## src/rtl/seg_cmp_pkg.sv

```systemverilog
package seg_cmp_pkg;
  typedef enum logic [1:0] {
    TGT_CMP  = 2'd0,
    TGT_MASK = 2'd1,
    TGT_CTRL = 2'd2,
    TGT_NONE = 2'd3
  } wr_tgt_e;
endpackage

```

## src/rtl/seg_counter.sv

```systemverilog
module seg_counter #(
  parameter int NSEG = 4,
  localparam int CW = (NSEG > 1) ? $clog2(NSEG) : 1
) (
  input  logic          clk,
  input  logic          rst_n,
  input  logic          restart,
  input  logic          step,
  input  logic [CW-1:0] first,
  input  logic [CW-1:0] last,
  output logic [CW-1:0] cnt,
  output logic          at_last
);
  localparam logic [CW-1:0] TOP_IDX = CW'(NSEG - 1);

  function automatic logic [CW-1:0] next_seg(input logic [CW-1:0] cur,
                                             input logic [CW-1:0] lo,
                                             input logic [CW-1:0] hi);
    if (cur == hi)      return lo;
    if (cur == TOP_IDX) return '0;
    return cur + 1'b1;
  endfunction

  assign at_last = (cnt == last);

  always_ff @(posedge clk or negedge rst_n) begin
    if (!rst_n)       cnt <= '0;
    else if (restart) cnt <= first;
    else if (step)    cnt <= next_seg(cnt, first, last);
  end

  a_r3_reload_at_last: assert property (@(posedge clk) disable iff (!rst_n)
    (step && !restart && at_last) |=> (cnt == $past(first)));
  a_r5_restart_load: assert property (@(posedge clk) disable iff (!rst_n)
    restart |=> (cnt == $past(first)));
  a_r3_hold_idle: assert property (@(posedge clk) disable iff (!rst_n)
    (!step && !restart) |=> $stable(cnt));
endmodule

```

## src/rtl/wide_seg_reg.sv

```systemverilog
module wide_seg_reg #(
  parameter int SEG_W  = 16,
  parameter int NSEG   = 4,
  parameter bit ROT_EN = 1'b0,
  localparam int W  = SEG_W * NSEG,
  localparam int CW = (NSEG > 1) ? $clog2(NSEG) : 1
) (
  input  logic             clk,
  input  logic             rst_n,
  input  logic             wr,
  input  logic [CW-1:0]    seg,
  input  logic [SEG_W-1:0] din,
  input  logic             rot,
  input  logic             rot_right,
  output logic [W-1:0]     q
);
  function automatic logic [SEG_W-1:0] get_slice(input logic [W-1:0] v,
                                                 input logic [CW-1:0] s);
    logic [SEG_W-1:0] r;
    r = '0;
    for (int i = 0; i < NSEG; i++)
      if (s == CW'(i)) r = v[i*SEG_W +: SEG_W];
    return r;
  endfunction

  logic [W-1:0] wr_next;
  logic [W-1:0] rot_next;
  logic [W-1:0] hole;     // bits a write may touch

  always_comb begin
    wr_next = q;
    hole    = '0;
    for (int i = 0; i < NSEG; i++)
      if (seg == CW'(i)) begin
        wr_next[i*SEG_W +: SEG_W] = din;
        hole[i*SEG_W +: SEG_W]    = '1;
      end
  end

  generate
    if (ROT_EN) begin : g_rot
      assign rot_next = rot_right ? {q[0], q[W-1:1]} : {q[W-2:0], q[W-1]};

      a_r7_rotate_left: assert property (@(posedge clk) disable iff (!rst_n)
        (rot && !wr && !rot_right) |=>
          (q[0] == $past(q[W-1])) && (q[W-1:1] == $past(q[W-2:0])));
      a_r8_rotate_right: assert property (@(posedge clk) disable iff (!rst_n)
        (rot && !wr && rot_right) |=>
          (q[W-1] == $past(q[0])) && (q[W-2:0] == $past(q[W-1:1])));
    end else begin : g_fixed
      assign rot_next = q;
    end
  endgenerate

  always_ff @(posedge clk or negedge rst_n) begin
    if (!rst_n)                q <= '0;
    else if (wr)               q <= wr_next;
    else if (ROT_EN && rot)    q <= rot_next;
  end

  a_r2_slice_loaded: assert property (@(posedge clk) disable iff (!rst_n)
    wr |=> (get_slice(q, $past(seg)) == $past(din)));
  a_r2_rest_kept: assert property (@(posedge clk) disable iff (!rst_n)
    wr |=> ((q & ~$past(hole)) == ($past(q) & ~$past(hole))));
  a_r9_write_over_rotate: assert property (@(posedge clk) disable iff (!rst_n)
    (wr && rot) |=> ((q & ~$past(hole)) == ($past(q) & ~$past(hole))));
endmodule

```

## src/rtl/cmp_trigger.sv

```systemverilog
module cmp_trigger (
  input  logic clk,
  input  logic rst_n,
  input  logic seg_wr,
  input  logic seg_at_last,
  input  logic ctrl_wr,
  output logic strobe
);
  logic fire;
  assign fire = (seg_wr && seg_at_last) || ctrl_wr;

  always_ff @(posedge clk or negedge rst_n) begin
    if (!rst_n) strobe <= 1'b0;
    else        strobe <= fire;
  end

  a_r6_nonterminal_quiet: assert property (@(posedge clk) disable iff (!rst_n)
    (seg_wr && !seg_at_last && !ctrl_wr) |=> !strobe);
  a_r6_terminal_fires: assert property (@(posedge clk) disable iff (!rst_n)
    (seg_wr && seg_at_last) |=> strobe);
endmodule

```

## src/rtl/seg_cmp_loader.sv

```systemverilog
module seg_cmp_loader #(
  parameter int SEG_W = 16,
  parameter int NSEG  = 4,
  localparam int W  = SEG_W * NSEG,
  localparam int CW = (NSEG > 1) ? $clog2(NSEG) : 1
) (
  input  logic             clk,
  input  logic             rst_n,
  input  logic             wr_en,
  input  logic [1:0]       wr_sel,
  input  logic [SEG_W-1:0] wr_data,
  input  logic             rd_en,
  input  logic             rd_sel,
  output logic [SEG_W-1:0] rd_data,
  input  logic             seg_restart,
  input  logic [CW-1:0]    wr_first,
  input  logic [CW-1:0]    wr_last,
  input  logic [CW-1:0]    rd_first,
  input  logic [CW-1:0]    rd_last,
  input  logic             shift_en,
  input  logic             shift_right,
  output logic [W-1:0]     cmp_data,
  output logic [W-1:0]     mask_data,
  output logic [SEG_W-1:0] ctrl_data,
  output logic             cmp_strobe,
  output logic [CW-1:0]    wr_seg,
  output logic [CW-1:0]    rd_seg
);
  import seg_cmp_pkg::*;

  // named internal events
  logic cmp_wr, mask_wr, ctrl_wr, seg_wr, wr_at_last, rd_at_last;
  assign cmp_wr  = wr_en && (wr_sel == TGT_CMP);
  assign mask_wr = wr_en && (wr_sel == TGT_MASK);
  assign ctrl_wr = wr_en && (wr_sel == TGT_CTRL);
  assign seg_wr  = cmp_wr || mask_wr;

  seg_counter #(.NSEG(NSEG)) u_wr_cnt (
    .clk(clk), .rst_n(rst_n), .restart(seg_restart), .step(seg_wr),
    .first(wr_first), .last(wr_last), .cnt(wr_seg), .at_last(wr_at_last));

  seg_counter #(.NSEG(NSEG)) u_rd_cnt (
    .clk(clk), .rst_n(rst_n), .restart(seg_restart), .step(rd_en),
    .first(rd_first), .last(rd_last), .cnt(rd_seg), .at_last(rd_at_last));

  wide_seg_reg #(.SEG_W(SEG_W), .NSEG(NSEG), .ROT_EN(1'b1)) u_cmp_reg (
    .clk(clk), .rst_n(rst_n), .wr(cmp_wr), .seg(wr_seg), .din(wr_data),
    .rot(shift_en), .rot_right(shift_right), .q(cmp_data));

  wide_seg_reg #(.SEG_W(SEG_W), .NSEG(NSEG), .ROT_EN(1'b0)) u_mask_reg (
    .clk(clk), .rst_n(rst_n), .wr(mask_wr), .seg(wr_seg), .din(wr_data),
    .rot(1'b0), .rot_right(1'b0), .q(mask_data));

  always_ff @(posedge clk or negedge rst_n) begin
    if (!rst_n)       ctrl_data <= '0;
    else if (ctrl_wr) ctrl_data <= wr_data;
  end

  cmp_trigger u_trig (
    .clk(clk), .rst_n(rst_n), .seg_wr(seg_wr), .seg_at_last(wr_at_last),
    .ctrl_wr(ctrl_wr), .strobe(cmp_strobe));

  // read slice mux
  logic [W-1:0] rd_src;
  assign rd_src = rd_sel ? mask_data : cmp_data;
  always_comb begin
    rd_data = '0;
    for (int i = 0; i < NSEG; i++)
      if (rd_seg == CW'(i)) rd_data = rd_src[i*SEG_W +: SEG_W];
  end

  a_r6_no_strobe_without_write: assert property (@(posedge clk) disable iff (!rst_n)
    !$past(wr_en) |-> !cmp_strobe);
  a_r4_read_ignores_writes: assert property (@(posedge clk) disable iff (!rst_n)
    (!rd_en && !seg_restart && wr_en) |=> $stable(rd_seg));
  a_r3_ctrl_keeps_wr_seg: assert property (@(posedge clk) disable iff (!rst_n)
    (ctrl_wr && !seg_restart) |=> $stable(wr_seg));
  a_r9_shift_no_strobe: assert property (@(posedge clk) disable iff (!rst_n)
    (shift_en && !wr_en) |=> !cmp_strobe);
  a_r1_after_reset: assert property (@(posedge clk)
    !rst_n |=> (cmp_data == '0 && !cmp_strobe && wr_seg == '0 && rd_seg == '0));
endmodule

```

## config.mk

```make
export PLATFORM = sky130hd
export DESIGN_NAME = seg_cmp_loader
export DESIGN_NICKNAME = d
export VERILOG_FILES = /design/src/rtl/seg_cmp_pkg.sv /design/src/rtl/seg_counter.sv /design/src/rtl/wide_seg_reg.sv /design/src/rtl/cmp_trigger.sv /design/src/rtl/seg_cmp_loader.sv
export SDC_FILE = /design/constraint.sdc
export NUM_CORES = 1
export LEC_CHECK = 0
export BUFFER_PORTS_ARGS = -buffer_cell sky130_fd_sc_hd__clkbuf_2
export CORE_ASPECT_RATIO = 1.1
export CORE_MARGIN = 2
export CORE_UTILIZATION = 59
export DETAILED_ROUTE_END_ITERATION = 10
export PLACE_DENSITY = 0.84
export SLEW_MARGIN = 10
export SYNTH_ARGS = -nofsm -noshare
export SYNTH_HDL_FRONTEND = slang
export SYNTH_SLANG_ARGS = --single-unit
export TNS_END_PERCENT = 5
```

## constraint.sdc

```tcl
create_clock -name clk -period 3.6 [get_ports clk]
set_clock_uncertainty 0.05 [all_clocks]
set_input_delay 0.36 -clock clk [delete_from_list [all_inputs] [get_ports clk]]
set_output_delay 0.36 -clock clk [all_outputs]
set_load 0.005 [all_outputs]
```

Yosys cells after proc, flatten, opt, wreduce, memory -nomap -nowiden
Index checks and enable logic that the tools add are counted.
Widths: inputs -> output; s select.
{"block": "totals", "ff_bits": 149, "word_cells": 86, "in_bits": 34, "out_inout_bits": 165}
{"block": "classes", "reduce_logical": 20, "n_mux": 38, "add_sub_neg": 2, "eq_ne": 14}
{"operator": "$mux 64", "count": 4}
{"operator": "$mux 16", "count": 8}
{"operator": "$mux 2", "count": 12}
{"operator": "$reduce_and 2->1", "count": 8}
{"operator": "$mux 1", "count": 14}
{"operator": "$eq 2x2->1 const B", "count": 5}
{"operator": "$ne 2x1->1 const B", "count": 4}
{"operator": "$eq 2x1->1 const B", "count": 3}
{"operator": "$logic_not 2->1", "count": 3}
{"operator": "$reduce_bool 2->1", "count": 3}
{"operator": "$add 2x1->2 const B", "count": 2}
{"operator": "$eq 2x2->1", "count": 2}
{"operator": "$logic_and 1x1->1", "count": 4}
{"operator": "$logic_or 1x1->1", "count": 2}

Depth between registers and ports, before layout
Gate-level depths: netlist of the first run.
{"block": "depth", "ltp_word": 12, "ltp_mapped": 8}

Modules after synthesis
From an unflattened synthesis of the first run, not the netlist that was laid out.
{"block": "hier_totals", "cells_unflattened": 731, "hier_area_um2": 8918.6}
{"module": "wide_seg_reg at u_cmp_reg", "area_each_um2": 4496.8, "cells_per_inst": 429, "instances": 1}
{"module": "wide_seg_reg at u_mask_reg", "area_each_um2": 2411.1, "cells_per_inst": 136, "instances": 1}
{"module": "seg_cmp_loader", "area_each_um2": 1627.8, "cells_per_inst": 126, "instances": 1}
{"module": "seg_counter", "area_each_um2": 175.2, "cells_per_inst": 19, "instances": 2}
{"module": "cmp_trigger", "area_each_um2": 32.5, "cells_per_inst": 2, "instances": 1}

Least setup slack after synthesis of the first run
Ideal clock, no wire load.
{"block": "synth_path", "kind": "register to output", "start": "register u_rd_cnt.cnt[0]", "end": "output rd_data[14]", "stages_incl_launch_ff": 8, "n_path_buf": 3, "slack_ns": 1.380, "arrival_time_ns": 1.810, "t_required_ns": 3.190, "path_cell_list": "dfrtp_1 -> ha_1 -> clkbuf_1 -> or2_2 -> clkbuf_1 -> clkbuf_1 -> a221oi_1 -> a221oi_1"}
{"block": "synth_via", "elab_chain_cells": 5, "elab_cells_between_ends": 8, "cone_classes": "eq/ne: 3; mux: 4; reduce/logical: 1"}
{"item": "from (decl)", "line_no": "seg_counter.sv:11", "rtl": "output logic [CW-1:0] cnt,"}
{"item": "from (signal assigned)", "line_no": "seg_counter.sv:28", "rtl": "else if (restart) cnt <= first;"}
{"item": "from (signal assigned)", "line_no": "seg_counter.sv:29", "rtl": "else if (step) cnt <= next_seg(cnt, first, last);"}
{"item": "$logic_not 2->1", "line_no": "seg_cmp_loader.sv:69", "rtl": "if (rd_seg == CW'(i)) rd_data = rd_src[i*SEG_W +: SEG_W];"}
{"item": "$mux 16 (3 in series)", "line_no": "seg_cmp_loader.sv:69"}
{"item": "$mux 16 *", "line_no": "seg_cmp_loader.sv:69"}
{"item": "to (decl)", "line_no": "seg_cmp_loader.sv:14", "rtl": "output logic [SEG_W-1:0] rd_data,"}
Every way passes the cells marked *; elsewhere a longest branch is shown, timed or not.

Worst setup path after layout of the first run
{"block": "layout_path", "start": "register u_rd_cnt.cnt[0]", "end": "output rd_data[9]"}
The elaborated chain is that of the path after synthesis.

==> impl_results.md, run 1 <==
* Ant diodes at 0
* Storage cell area at between 0.003 and 0.004 sq mm
* Avg WL per Cell at 23.37 microns
* GPL Wtd Cong at 0.9065
* Reg-to-reg startpoint: u_wr_cnt.cnt[0]
* Final hold violations at 0
* Final setup fails at 0
* DRC viols at 0
* Initial antenna violation count at 0
* Nets at between 800 and 900
* Slew HR at between 7 and 8%
* Flops & latches, synth at roughly 150
* Multi-input logic area at approximately 0.0043 sq mm
* Stages on worst setup path at 6
* Cells after synthesis at between 600 and 700
* IO Count at between 150 and 200
* DRT iter0 DRCs at 539
* Share of cells above drive strength 1 at 50.42%
* Area share of the leading cell type in the synthesized netlist at between 40% and 50%
* Fin Hold WS at 0.1603 ns
* CP delay by family, top: compound AO/OA/AOI/OAI gates
* Worst setup path class: flip-flop to output pin
* Gr ovfl total at 0
* Post-route minimum period at just over 3 ns
* CP Cell Sequence: ha_1, buf_4, or2_2, a221oi_1, a221oi_1, clkbuf_2
* Reg clk slew, reported paths at 0.06 ns
* DIE HEIGHT at around 130 microns
* Cts hold-fix bufs at 1
* Crit share post-route at a little under nine tenths
* Max Clock Freq at roughly 320 MHz
* Actual slew at the worst max-slew pin at roughly 1.4 ns
* Sequential element share of the synthesized area at 45.10%
* Clock latency at the later pin of the worst-skew pair at 0.42 ns
* Pre-antenna DRT Iters at 5
* Post-CTS Setup Bufs at 0
* Reg2Reg Depth at 4
* Clock Sinks at between 100 and 150
* Final WL at approximately 24 mm
* Area leader, netlist: dfrtp_1
* Starting Density at around 60%
* Critical path endpoint: rd_data[9]
* Cell mode on critical path: a221oi_1
* Die area at 0.01498 sq mm
* Pin count of the biggest net entering global routing at 95
* Crit path launch type: flip-flop
* Worst hold path type: primary input to flip-flop
* Antenna-violating nets left at 0
* P_leak at roughly 0.0048 uW
* Via count at 6403
* First-pass GRT wire length at roughly 36 mm
* Crit-path max FO at 19
* Yosys cell types at 29
* Buf/Inv on CP at 2
* Drt via density at 6.259
* Clock Root Buffer: clkbuf_16
* Outcome: finished, final reports clean
* H-Tree Depth at 4
* Dpl hpwl at between 15 and 20 mm
* Syn-to-layout area delta at 20.81%
* Crit-path max cell delay at roughly 0.58 ns
* Commonest non-fill, non-tap cell in the layout: clkbuf_2
* Gr usage total at around a third
* I/O Buffers at a little under 200
* Vias in the first global route at between 6000 and 7000
* Die W at roughly 120 microns
* CTS Buf Count at 17
* RR Endpoint: u_mask_reg.q[42]
* Gates resized, CTS repair at 0
* Final Max Tran Viols at 0
* Fin Setup TNS at 0 ns
* TritonCTS clock tree: done
* Reg2reg setup slack at 1.45 ns
* Ys Warns at 0
* Critical Path RT at 3.19 ns
* Critical-path top delay cell: a221oi_1
* Largest cells by area after synthesis: dfrtp_1 45%, mux2_2 19%, mux2i_1 12%
* Syn_area_per_cell at roughly 13 sq um
* Clock Tree Buf Depth at 2
* CP endpoint kind: output pin
* Core Box Area at roughly 0.014 sq mm
* Maxcap violations at 0
* Std cell rows at 45
* Power density cells at around 800 mW/mm^2
* CP arrival at 2.68 ns
* Synthesized net count at around 690
* Worst VDD drop at between 300 and 400 uV
* Filler instances at ~960
* RSZ-0062 raised after global routing: no
* Mapped Area at ~0.0083 sq mm
* Most frequent cells in the layout: 195 x clkbuf_2, 149 x dfrtp_1, 136 x mux2_2
* Critical Path Source: u_rd_cnt.cnt[0]
where the power goes:
group          total (uW)  leakage, uW  switching, uW  internal (uW)
logic                2950      0.00275           1240           1720
registers            3260      0.00176            918           2350
clock network        1870     0.000302            668           1210
total                8090      0.00480           2820           5270
tightest hold or removal path: stages:
cell and delay [ns]:
clkbuf_2 0.09, nand2_1 0.05, o211ai_1 0.08
layout make-up:
| cell class | instances | area share, % |
|---|---|---|
| Inverter | 6 | 0.2255 |
| Tap cell | 188 | 2.355 |
| Clock buffer | 22 | 4.748 |
| Sequential cell | 149 | 37.33 |
| Timing Repair Buffer | 210 | 11.06 |
| Multi-Input combinational cell | 439 | 42.77 |
| Clock inverter | 9 | 1.503 |
routing by layer:
metal  track usage, %  share of wire (%)  up-vias
met1            40.97                 40     3209
met3            6.478                6.3       64
met5                0                  0        -
li1                 -                  -     2801
met4            18.27                5.2        0
met2            52.06                 48      329
per-stage QoR:
| step | area, sq um | util, % | setup slack (ns) | cells | total power (uW) |
|---|---|---|---|---|---|
| floorplan | 8267 | - | 1.380 | 644 | 4716 |
| global placement | 9353 | 68.08 | 0.8916 | 991 | 6044 |
| detailed placement | 9353 | 68.08 | 0.8893 | 991 | 6189 |
| CTS | 9987 | 72.70 | 0.5078 | 1023 | 8084 |
| global route | 9987 | 72.70 | 0.4477 | 1023 | 8517 |
| finish | 9987 | 72.70 | 0.5056 | 1023 | 8094 |
flip-flops by register name, indices dropped and copies added, names as in the netlist:
signal         cells
u_cmp_reg.q       64
u_mask_reg.q      64
ctrl_data         16
u_rd_cnt.cnt       2
u_wr_cnt.cnt       2
u_trig.strobe      1
logic make-up (layout without fill, tap and decap cells):
family,count (synthesis),after routing,share of synthesized area (%)
compound gates,107,107,8.294
xor+xnor,6,6,0.6357
fa+ha+maj,8,8,1.211
buf+inv,56,247,3.224
flops,149,149,45.10
mux,276,276,38.14
simple gates,42,42,3.390
worst min-delay path by stage:
stage,startpoint,to,slack (ns),depth (start not counted)
floorplan,rst_n,ctrl_data[0],0.01,0
global placement,rst_n,u_mask_reg.q[11],0.44,1
CTS,rd_first[1],u_rd_cnt.cnt[1],0.15,3
finish,rd_first[1],u_rd_cnt.cnt[1],0.16,3
detailed placement,rst_n,u_mask_reg.q[25],0.44,1
global route,rd_first[1],u_rd_cnt.cnt[1],0.18,3
synth_stat cells (all sizes together):
cell / number
mux2: 180
a221oi: 32
nor2b: 4
ha: 8
buf: 19
inv: 6
o31a: 2
mux2i: 96
nand2: 8
or2: 2
and3b: 1
nor3: 1
nor3b: 2
nor4b: 16
xnor2: 2
nand3: 3
o21a: 1
dfrtp: 149
o2111ai: 4
o211ai: 2
or3b: 1
nand4: 2
nor2: 2
clkbuf: 31
xor2: 4
a21oi: 66
Power figures use the tool's default switching activity.
==> run 2: changes to the inputs <==
--- a/config.mk
+++ b/config.mk
@@ -12,2 +12,3 @@
 export DETAILED_ROUTE_END_ITERATION = 10
+export GPL_TIMING_DRIVEN = 0
 export PLACE_DENSITY = 0.84
--- a/constraint.sdc
+++ b/constraint.sdc
@@ -4,2 +4,2 @@
 set_output_delay 0.36 -clock clk [all_outputs]
-set_load 0.005 [all_outputs]
+set_load 0.1 [all_outputs]
==> impl_results.md, run 2 (synthesis gave the netlist of run 1 again) <==
* Core Box Area at 0.01374 sq mm (unchanged)
* TritonCTS clock tree: done
* Gr ovfl total at 0 (unchanged)
* Maxcap violations at 1 (+1)
* H-Tree Depth at 4 (unchanged)
* DRC viols at 0 (unchanged)
* Dpl hpwl at 18.39 mm (+8.5%)
* Final setup fails at 0 (unchanged)
* Clock latency at the later pin of the worst-skew pair at 0.43 ns (about the same)
* Critical Path RT at 3.19 ns (about the same)
* Vias in the first global route at 6717 (+6.3%)
* Nets at 901 (+4.2%)
* Outcome: finished, violations left
* Most frequent cells in the layout: 191 x clkbuf_2, 147 x dfrtp_1, 136 x mux2_2
* Share of cells above drive strength 1 at 51.55% (+1.1 points)
* Filler instances at 934 (-3.0%)
* Die W at 116.9 microns (unchanged)
* Die area at 0.01498 sq mm (unchanged)
* Crit-path max FO at 10 (-9)
* Avg WL per Cell at 23.90 microns (+2.3%)
* Gr usage total at 34.06% (+1.6 points)
* DRT iter0 DRCs at 598 (+11%)
* Top flop regs: u_cmp_reg.q: 64 flops, u_mask_reg.q: 64 flops, ctrl_data: 16 flops
* Std cell rows at 45 (unchanged)
* CTS Buf Count at 17 (unchanged)
* Fin Setup TNS at 0 ns (unchanged)
* IO Count at 199 (unchanged)
* Via count at 6698 (+4.6%)
* Final Worst Setup Slack at 0.02113 ns (-0.4845 ns)
* Final Max Tran Viols at 5 (+5)
* Starting Density at 60.17% (unchanged)
* Antenna-violating nets left at 0 (unchanged)
* Initial antenna violation count at 0 (unchanged)
* Actual slew at the worst max-slew pin at 1.501 ns (+0.1314 ns)
* Ant diodes at 0 (unchanged)
* Crit path launch type: flip-flop
* I/O Buffers at 195 (-1.5%)
* Clock Sinks at 149 (unchanged)
* Final hold violations at 0 (unchanged)
* Pre-antenna DRT Iters at 5 (unchanged)
* CP arrival at 3.17 ns (+0.49 ns)
* Reg clk slew, reported paths at 0.06 ns (about the same)
* First-pass GRT wire length at 37.88 mm (+4.8%)
* Pre-CTS setup slack at -0.03613 ns (-0.9255 ns)
* Pin count of the biggest net entering global routing at 94 (-1.1%)
* Worst setup path class: flip-flop to output pin
* DIE HEIGHT at 128.1 microns (unchanged)
* Commonest non-fill, non-tap cell in the layout: clkbuf_2
* RSZ-0062 raised after global routing: yes
* GPL Wtd Cong at 0.9159 (+1.0%)
* Crit share post-route at 99.41% (+13 points)
* Clock Tree Buf Depth at 2 (unchanged)
* Slew HR at -1.506% (-8.9 points)
* Fin Hold WS at 0.1337 ns (-0.02654 ns)
* Syn-to-layout area delta at 25.96%
* Worst hold path type: primary input to flip-flop
* Drt via density at 6.325 (+1.1%)
* Post-route minimum period at 3.579 ns (+0.4845 ns)
* Clock Root Buffer: clkbuf_16
* Failing checks: capacitance limit, slew limit
* Final WL at 25.31 mm (+5.9%)
* CP endpoint kind: output pin
* Max Clock Freq at 279.4 MHz (-14%)
[run 2: cell types whose count changed in the layout (fill, tap and decap cells not counted), sizes merged]
cell and change:
buf +8, bufinv +1, clkbuf +26, clkinv +2, clkinvlp -1
[run 2: repair_timing]
| action | CTS | global route |
|---|---|---|
| resized for setup | 7 | 12 |
| endpoints found under the hold margin | 56 | 0 |
| buffers inserted | 0 | 0 |
| hold buffers | 1 | 0 |
| cloned | 0 | 0 |
| endpoints found under the setup margin | 10 | 10 |
[run 2: cell type report]
type / instances / area [sq um] / share of cell area [%]
Sequential cell: 149 / 3731 / 35.83
Buffer: 49 / 244.0 / 2.343
Clock buffer: 20 / 446.7 / 4.290
Clock inverter: 11 / 182.7 / 1.754
Timing Repair Buffer: 197 / 1032 / 9.913
Inverter: 6 / 22.52 / 0.2163
Multi-Input combinational cell: 439 / 4518 / 43.39
Tap cell: 188 / 235.2 / 2.259
[run 2: stage by stage]
step | util, % | std cells | cell area [sq um]
6_report | 75.79 | 1059 | 10410
5_1_grt | 75.79 | 1059 | 10410
3_3_place_gp | 70.56 | 1027 | 9693
4_1_cts | 75.66 | 1059 | 10390
3_5_place_dp | 70.82 | 1028 | 9729
2_1_floorplan | - | 644 | 8482
[run 2: worst max-delay path, cell delays in order (launching register included)]
cell	delay, ns
dfrtp_2	0.45
inv_1	0.10
ha_1	0.15
clkbuf_1	0.30
nor2b_1	0.08
buf_1	0.20
clkbuf_2	0.30
a221oi_1	0.67
a221oi_4	0.04
clkbuf_2	0.43
[run 2: worst paths after layout]
check                                 from               end  slack (ns)  depth (start not counted)
setup / recovery           u_rd_cnt.cnt[1]       rd_data[10]        0.02                          9
hold / removal                 wr_first[0]   u_wr_cnt.cnt[0]        0.13                          3
setup reg to reg           u_wr_cnt.cnt[0]  u_mask_reg.q[12]        1.21                          5
hold reg to reg              ctrl_data[14]     ctrl_data[14]        0.46                          1
max in group asynchronous            rst_n   u_cmp_reg.q[50]        2.26                          3
min in group asynchronous            rst_n  u_mask_reg.q[23]        0.42                          2
[run 2: metal layers]
layer / GRT usage [%] / share of wire, %
met1: 42.24 / 39
met2: 53.93 / 48
met3: 7.423 / 7.0
met4: 21.18 / 6.7
met5: 0 / 0
Power of run 2 is left out: the tool's default activity adds up to more than one toggle a clock period on the data nets, which glitch-free logic cannot reach.
